$ cat src/rtl/holdoff_pkg.sv
package holdoff_pkg;

  // Implementation of the hold-off delay line
  typedef enum logic {
    HOLD_COUNT = 1'b0,
    HOLD_SHIFT = 1'b1
  } hold_style_e;

  // Depth of the release register and of the lock synchronizer
  localparam int unsigned SYNC_STAGES = 2;

endpackage

$ cat src/rtl/holdoff_rel_reg.sv
module holdoff_rel_reg #(
  parameter int unsigned STAGES = 2
) (
  input  logic clk_i,
  input  logic rst_ni,
  output logic rel_ok_o
);

  logic [STAGES-1:0] stage_q;
  logic [STAGES-1:0] stage_d;

  // First stage sees a constant one; later stages follow their predecessor
  always_comb begin
    stage_d[0] = 1'b1;
    for (int i = 1; i < STAGES; i++) begin
      stage_d[i] = stage_q[i-1];
    end
  end

  always_ff @(posedge clk_i or negedge rst_ni) begin
    if (!rst_ni) begin
      stage_q <= '0;
    end else begin
      stage_q <= stage_d;
    end
  end

  assign rel_ok_o = stage_q[STAGES-1];

endmodule

$ cat src/rtl/holdoff_lock_sync.sv
module holdoff_lock_sync #(
  parameter bit          USE_LOCK = 1'b1,
  parameter int unsigned STAGES   = 2
) (
  input  logic clk_i,
  input  logic rst_ni,
  input  logic lock_i,
  output logic lock_ok_o
);

  generate
    if (USE_LOCK) begin : g_sync
      logic [STAGES-1:0] sync_q;
      logic [STAGES-1:0] sync_d;

      always_comb begin
        sync_d[0] = lock_i;
        for (int i = 1; i < STAGES; i++) begin
          sync_d[i] = sync_q[i-1];
        end
      end

      always_ff @(posedge clk_i or negedge rst_ni) begin
        if (!rst_ni) begin
          sync_q <= '0;
        end else begin
          sync_q <= sync_d;
        end
      end

      assign lock_ok_o = sync_q[STAGES-1];
    end else begin : g_nolock
      logic unused_lock;
      logic unused_clk;
      logic unused_rst;
      assign unused_lock = lock_i;
      assign unused_clk  = clk_i;
      assign unused_rst  = rst_ni;
      assign lock_ok_o   = 1'b1;
    end
  endgenerate

endmodule

$ cat src/rtl/holdoff_delay.sv
module holdoff_delay
  import holdoff_pkg::*;
#(
  parameter int unsigned HOLD_CYCLES = 15,
  parameter hold_style_e CHAIN_STYLE = HOLD_COUNT
) (
  input  logic clk_i,
  input  logic rst_ni,
  input  logic start_i,
  output logic run_en_o
);

  localparam int unsigned CNT_W = $clog2(HOLD_CYCLES + 1);
  localparam logic [CNT_W-1:0] CNT_TOP  = CNT_W'(HOLD_CYCLES);
  localparam logic [CNT_W-1:0] CNT_LAST = CNT_W'(HOLD_CYCLES - 1);

  generate
    if (CHAIN_STYLE == HOLD_COUNT) begin : g_count
      logic [CNT_W-1:0] cnt_q;
      logic [CNT_W-1:0] cnt_d;
      logic             en_q;
      logic             en_d;

      // Saturating count of edges with start held; any gap clears it
      always_comb begin
        if (!start_i) begin
          cnt_d = '0;
          en_d  = 1'b0;
        end else begin
          cnt_d = (cnt_q == CNT_TOP) ? cnt_q : cnt_q + 1'b1;
          en_d  = en_q | (cnt_q == CNT_LAST);
        end
      end

      always_ff @(posedge clk_i or negedge rst_ni) begin
        if (!rst_ni) begin
          cnt_q <= '0;
          en_q  <= 1'b0;
        end else begin
          cnt_q <= cnt_d;
          en_q  <= en_d;
        end
      end

      assign run_en_o = en_q;
    end else begin : g_shift
      logic [HOLD_CYCLES-1:0] chain_q;
      logic [HOLD_CYCLES-1:0] chain_d;

      // Ones march in while start holds; any gap flushes the chain
      always_comb begin
        if (!start_i) begin
          chain_d = '0;
        end else begin
          chain_d = {chain_q[HOLD_CYCLES-2:0], 1'b1};
        end
      end

      always_ff @(posedge clk_i or negedge rst_ni) begin
        if (!rst_ni) begin
          chain_q <= '0;
        end else begin
          chain_q <= chain_d;
        end
      end

      assign run_en_o = chain_q[HOLD_CYCLES-1];
    end
  endgenerate

endmodule

$ cat src/rtl/boot_holdoff_gen.sv
module boot_holdoff_gen
  import holdoff_pkg::*;
#(
  parameter int unsigned HOLD_CYCLES = 15,
  parameter bit          USE_LOCK    = 1'b1,
  parameter hold_style_e CHAIN_STYLE = HOLD_COUNT,
  parameter int unsigned REQ_W       = 4
) (
  input  logic             clk_i,
  input  logic             rst_ni,
  input  logic             lock_i,
  input  logic [REQ_W-1:0] req_i,
  output logic             run_en_o,
  output logic [REQ_W-1:0] req_masked_o
);

  logic rel_ok;
  logic lock_ok;
  logic start_ok;

  holdoff_rel_reg #(
    .STAGES (SYNC_STAGES)
  ) u_rel (
    .clk_i    (clk_i),
    .rst_ni   (rst_ni),
    .rel_ok_o (rel_ok)
  );

  holdoff_lock_sync #(
    .USE_LOCK (USE_LOCK),
    .STAGES   (SYNC_STAGES)
  ) u_lock (
    .clk_i     (clk_i),
    .rst_ni    (rst_ni),
    .lock_i    (lock_i),
    .lock_ok_o (lock_ok)
  );

  assign start_ok = rel_ok & lock_ok;

  holdoff_delay #(
    .HOLD_CYCLES (HOLD_CYCLES),
    .CHAIN_STYLE (CHAIN_STYLE)
  ) u_delay (
    .clk_i    (clk_i),
    .rst_ni   (rst_ni),
    .start_i  (start_ok),
    .run_en_o (run_en_o)
  );

  assign req_masked_o = req_i & {REQ_W{run_en_o}};

endmodule

$ cat config.mk
export PLATFORM = sky130hd
export DESIGN_NAME = boot_holdoff_gen
export DESIGN_NICKNAME = d
export VERILOG_FILES = /design/src/rtl/holdoff_pkg.sv /design/src/rtl/holdoff_rel_reg.sv /design/src/rtl/holdoff_lock_sync.sv /design/src/rtl/holdoff_delay.sv /design/src/rtl/boot_holdoff_gen.sv
export SDC_FILE = /design/constraint.sdc
export NUM_CORES = 1
export LEC_CHECK = 0
export BUFFER_PORTS_ARGS = -buffer_cell sky130_fd_sc_hd__buf_2
export CAP_MARGIN = 0
export CORE_MARGIN = 1.5
export CORE_UTILIZATION = 25
export DETAILED_ROUTE_END_ITERATION = 6
export PLACE_DENSITY = 0.45
export SETUP_SLACK_MARGIN = 0.2
export SYNTH_ARGS = -nofsm -noshare
export SYNTH_HDL_FRONTEND = slang
export SYNTH_SLANG_ARGS = --single-unit
$ cat constraint.sdc
create_clock -name clk_i -period 1.58 [get_ports clk_i]
set_clock_uncertainty 0.2 [all_clocks]
set_input_delay 0.237 -clock clk_i [delete_from_list [all_inputs] [get_ports clk_i]]
set_output_delay 0.237 -clock clk_i [all_outputs]
set_load 0.01 [all_outputs]
==> summary.txt <==
Logic synthesis
  • Syn Area/Cell: 11.6 sq um
  • Post-synthesis sequential area ratio: approximately 57%
  • Syn nets: 43
  • Yosys reg bits: 9
  • Synth cell types: 17
  • Syn Std Cell Area: roughly 400 sq um
  • Post-Syn Instances: 34
  • Synth warnings: 0

Status
  • Status: completed

Route
  • DR WL/cell: roughly 9.9 um
  • Pre-antenna DRT Iters: 5
  • Antenna Nets Post-Route: 0
  • Final WL: about 660 um
  • DR vias/cell: about 4.8
  • Drc violations: 0
  • Total number of vias: between 300 and 400
  • Initial DRC Count: 14

Global route
  • Vias in the first global route: 276
  • First-pass GRT wire length: roughly 1000 um
  • GRT met2 Usage: a little over an eighth
  • Grt ovf: 0
  • Global Route Usage Sum: 8.24%
  • Initial antenna violation count: 0
  • Global route hottest layer: met2
  • Met1 Use GR: 7.75%
  • Met3 usage: just over 5%
  • Pin count of the biggest net entering global routing: 10

STA
  • Max-slew violation count: 0
  • Setup_tns: 0 ns
  • Final WS setup: about 0.18 ns
  • Hold Vio Cnt, Final: 0
  • Final period util: between 80% and 90%
  • Fmax: 717 MHz
  • Minimum clock period: approximately 1.4 ns
  • Final Setup Violations: 0
  • RSZ-0062 raised after global routing: yes

Clock tree
  • CTS Buf Count: 3
  • Max clock buf depth: 2
  • H-tree depth: 1
  • CTS tree: yes
  • Worst-path clk slew: 0.06 ns
  • Clk_lat worst skew: ~0.26 ns
  • Clk sink count: 9
  • Root Buffer: clkbuf_4

Floorplan
  • I/O pin count: 12
  • Die area: roughly 1800 sq um
  • Std-Cell Rows: 14
  • Die height: roughly 43 um
  • Chip width: 42.8 um
  • Initial Utilization: 26.6%
  • Placeable Area: 1490 sq um

Placed design
  • I/O Buffers: 11
  • Placed cell area: approximately 470 sq um
  • Final Wtd Congestion: 0.696
  • Setup Slack @ Placement: 0.209 ns

Finish
  • Post-route cell area: between 500 and 600 sq um
  • Share of cells above drive strength 1: approximately 41%
  • Most frequent cells in the layout: buf_2, dfrtp_1, and2_1, clkbuf_4
  • Diode count: 0
  • Synth-to-layout area growth: 33.9%
  • Commonest non-fill, non-tap cell in the layout: buf_2
  • Final net count: between 60 and 70

Critical path
  • Worst R2R End: u_delay.g_count.cnt_q[1]
  • Reg2reg path depth: 4
  • Type of the worst setup path: flop to output port
  • CP peak stage delay: approximately 0.42 ns
  • Critical path depth: 2
  • Buf/Inv on CP: 1
  • Critical path, cell by cell: and2_1 > buf_2
  • Reg2Reg Setup Slack: 0.25 ns
  • Crit path launch: u_delay.run_en_o
  • Worst R2R Start: u_delay.g_count.cnt_q[0]
  • Slowest CP cell: dfrtp_1
  • Worst Path Arrival: between 0.9 and 1 ns
  • Critical path data required time: between 1 and 1.5 ns
  • Crit path max fanout: 6
  • CP delay by family, top: flip-flops
  • CP Launch Type: flop
  • Crit end category: output port
  • Worst setup path end: req_masked_o[2]

Pwr
  • Power Density: around 840 nW/um^2
  • Static Leakage: ~0.26 nW
  • Peak VDD IR: ~580 uV

Worst hold path
  • Hold Crit Class: flop to flop

Flow run
  • Max-cap violations: 0
## synth_stat cells, drive strengths merged
| master | number | area, sq um |
|---|---|---|
| nand4 | 2 | 12.5 |
| and3b | 1 | 8.76 |
| nor3 | 1 | 10.0 |
| and3 | 1 | 6.26 |
| a211oi | 1 | 12.5 |
| a31oi | 2 | 12.5 |
| buf | 1 | 5.00 |
| and2 | 4 | 25.0 |
| nor2 | 2 | 7.51 |
| ha | 2 | 25.0 |
| inv | 1 | 3.75 |
| conb | 1 | 3.75 |
| a21oi | 2 | 10.0 |
| a31o | 2 | 17.5 |
| nand2 | 1 | 3.75 |
| dfrtp | 9 | 225 |
| nor2b | 1 | 6.26 |
## layer usage
metal,up-vias,part of all wire [%]
li1,153,-
met1,152,41
met2,15,50
met3,0,8.3
met4,0,0
met5,-,0
## registers in the layout, summed over array words and instances, names as in the netlist
| name | flops |
|---|---|
| u_rel.stage_q | 2 |
| u_delay.g_count.cnt_q | 4 |
| u_delay.run_en_o | 1 |
| u_lock.g_sync.sync_q | 2 |
## area by class of cell
class | count | area, sq um
Clock buffer | 3 | 22.5
Clock inverter | 1 | 5.00
Fill cell | 153 | 960
Inverter | 1 | 3.75
Multi-Input combinational cell | 23 | 170
Sequential cell | 9 | 225
Tap cell | 16 | 20.0
Timing Repair Buffer | 14 | 82.6
## worst min path at each step
stage                       startpoint                  endpoint  slack [ns]  depth (start not counted)
6_report       u_lock.g_sync.sync_q[0]   u_lock.g_sync.sync_q[1]        0.15                          0
4_1_cts        u_lock.g_sync.sync_q[0]   u_lock.g_sync.sync_q[1]        0.15                          0
2_1_floorplan                   rst_ni  u_delay.g_count.cnt_q[0]       -0.26                          0
5_1_grt               u_rel.stage_q[0]          u_rel.stage_q[1]        0.16                          0
3_5_place_dp                    rst_ni  u_delay.g_count.cnt_q[2]       -0.11                          1
3_3_place_gp                    rst_ni  u_delay.g_count.cnt_q[2]       -0.11                          1
## power breakdown
part | internal (W) | total, W | switching, W | leakage [nW]
registers | 0.000238 | 0.000242 | 0.00000452 | 0.115
clock network | 0.0000933 | 0.000174 | 0.0000804 | 0.0177
logic | 0.0000132 | 0.0000258 | 0.0000125 | 0.132
total | 0.000344 | 0.000442 | 0.0000975 | 0.265
## per-stage QoR
stage | total power, W | utilization [%] | hold slack (ns) | instances
finish | 0.000442 | 35.5 | 0.148 | 67
global route | 0.000466 | 35.5 | 0.157 | 67
CTS | 0.000451 | 35.1 | 0.149 | 67
detailed placement | 0.000268 | 31.3 | -0.106 | 60
global placement | 0.000267 | 31.3 | -0.107 | 60
floorplan | 0.000255 | - | -0.259 | 34
## what timing repair did
| action | CTS | global route |
|---|---|---|
| hold buffers | 2 | 0 |
| buffers inserted | 1 | 0 |
| resized for setup | 1 | 2 |
| setup endpoints to repair | 5 | 5 |
| hold endpoints to repair | 10 | 0 |
| pin swaps | 0 | 2 |
## cell families (layout without fill, tap and decap cells)
kind of cell / count (synthesis) / after routing / synth area share, %
simple gates: 13 / 13 / 20.3
flops: 9 / 9 / 57.0
compound gates: 7 / 7 / 13.3
fa+ha+maj: 2 / 2 / 6.33
buf+inv: 2 / 19 / 2.21
other cells: 1 / 1 / 0.948
Note: power is estimated with default switching activity, not from simulation.
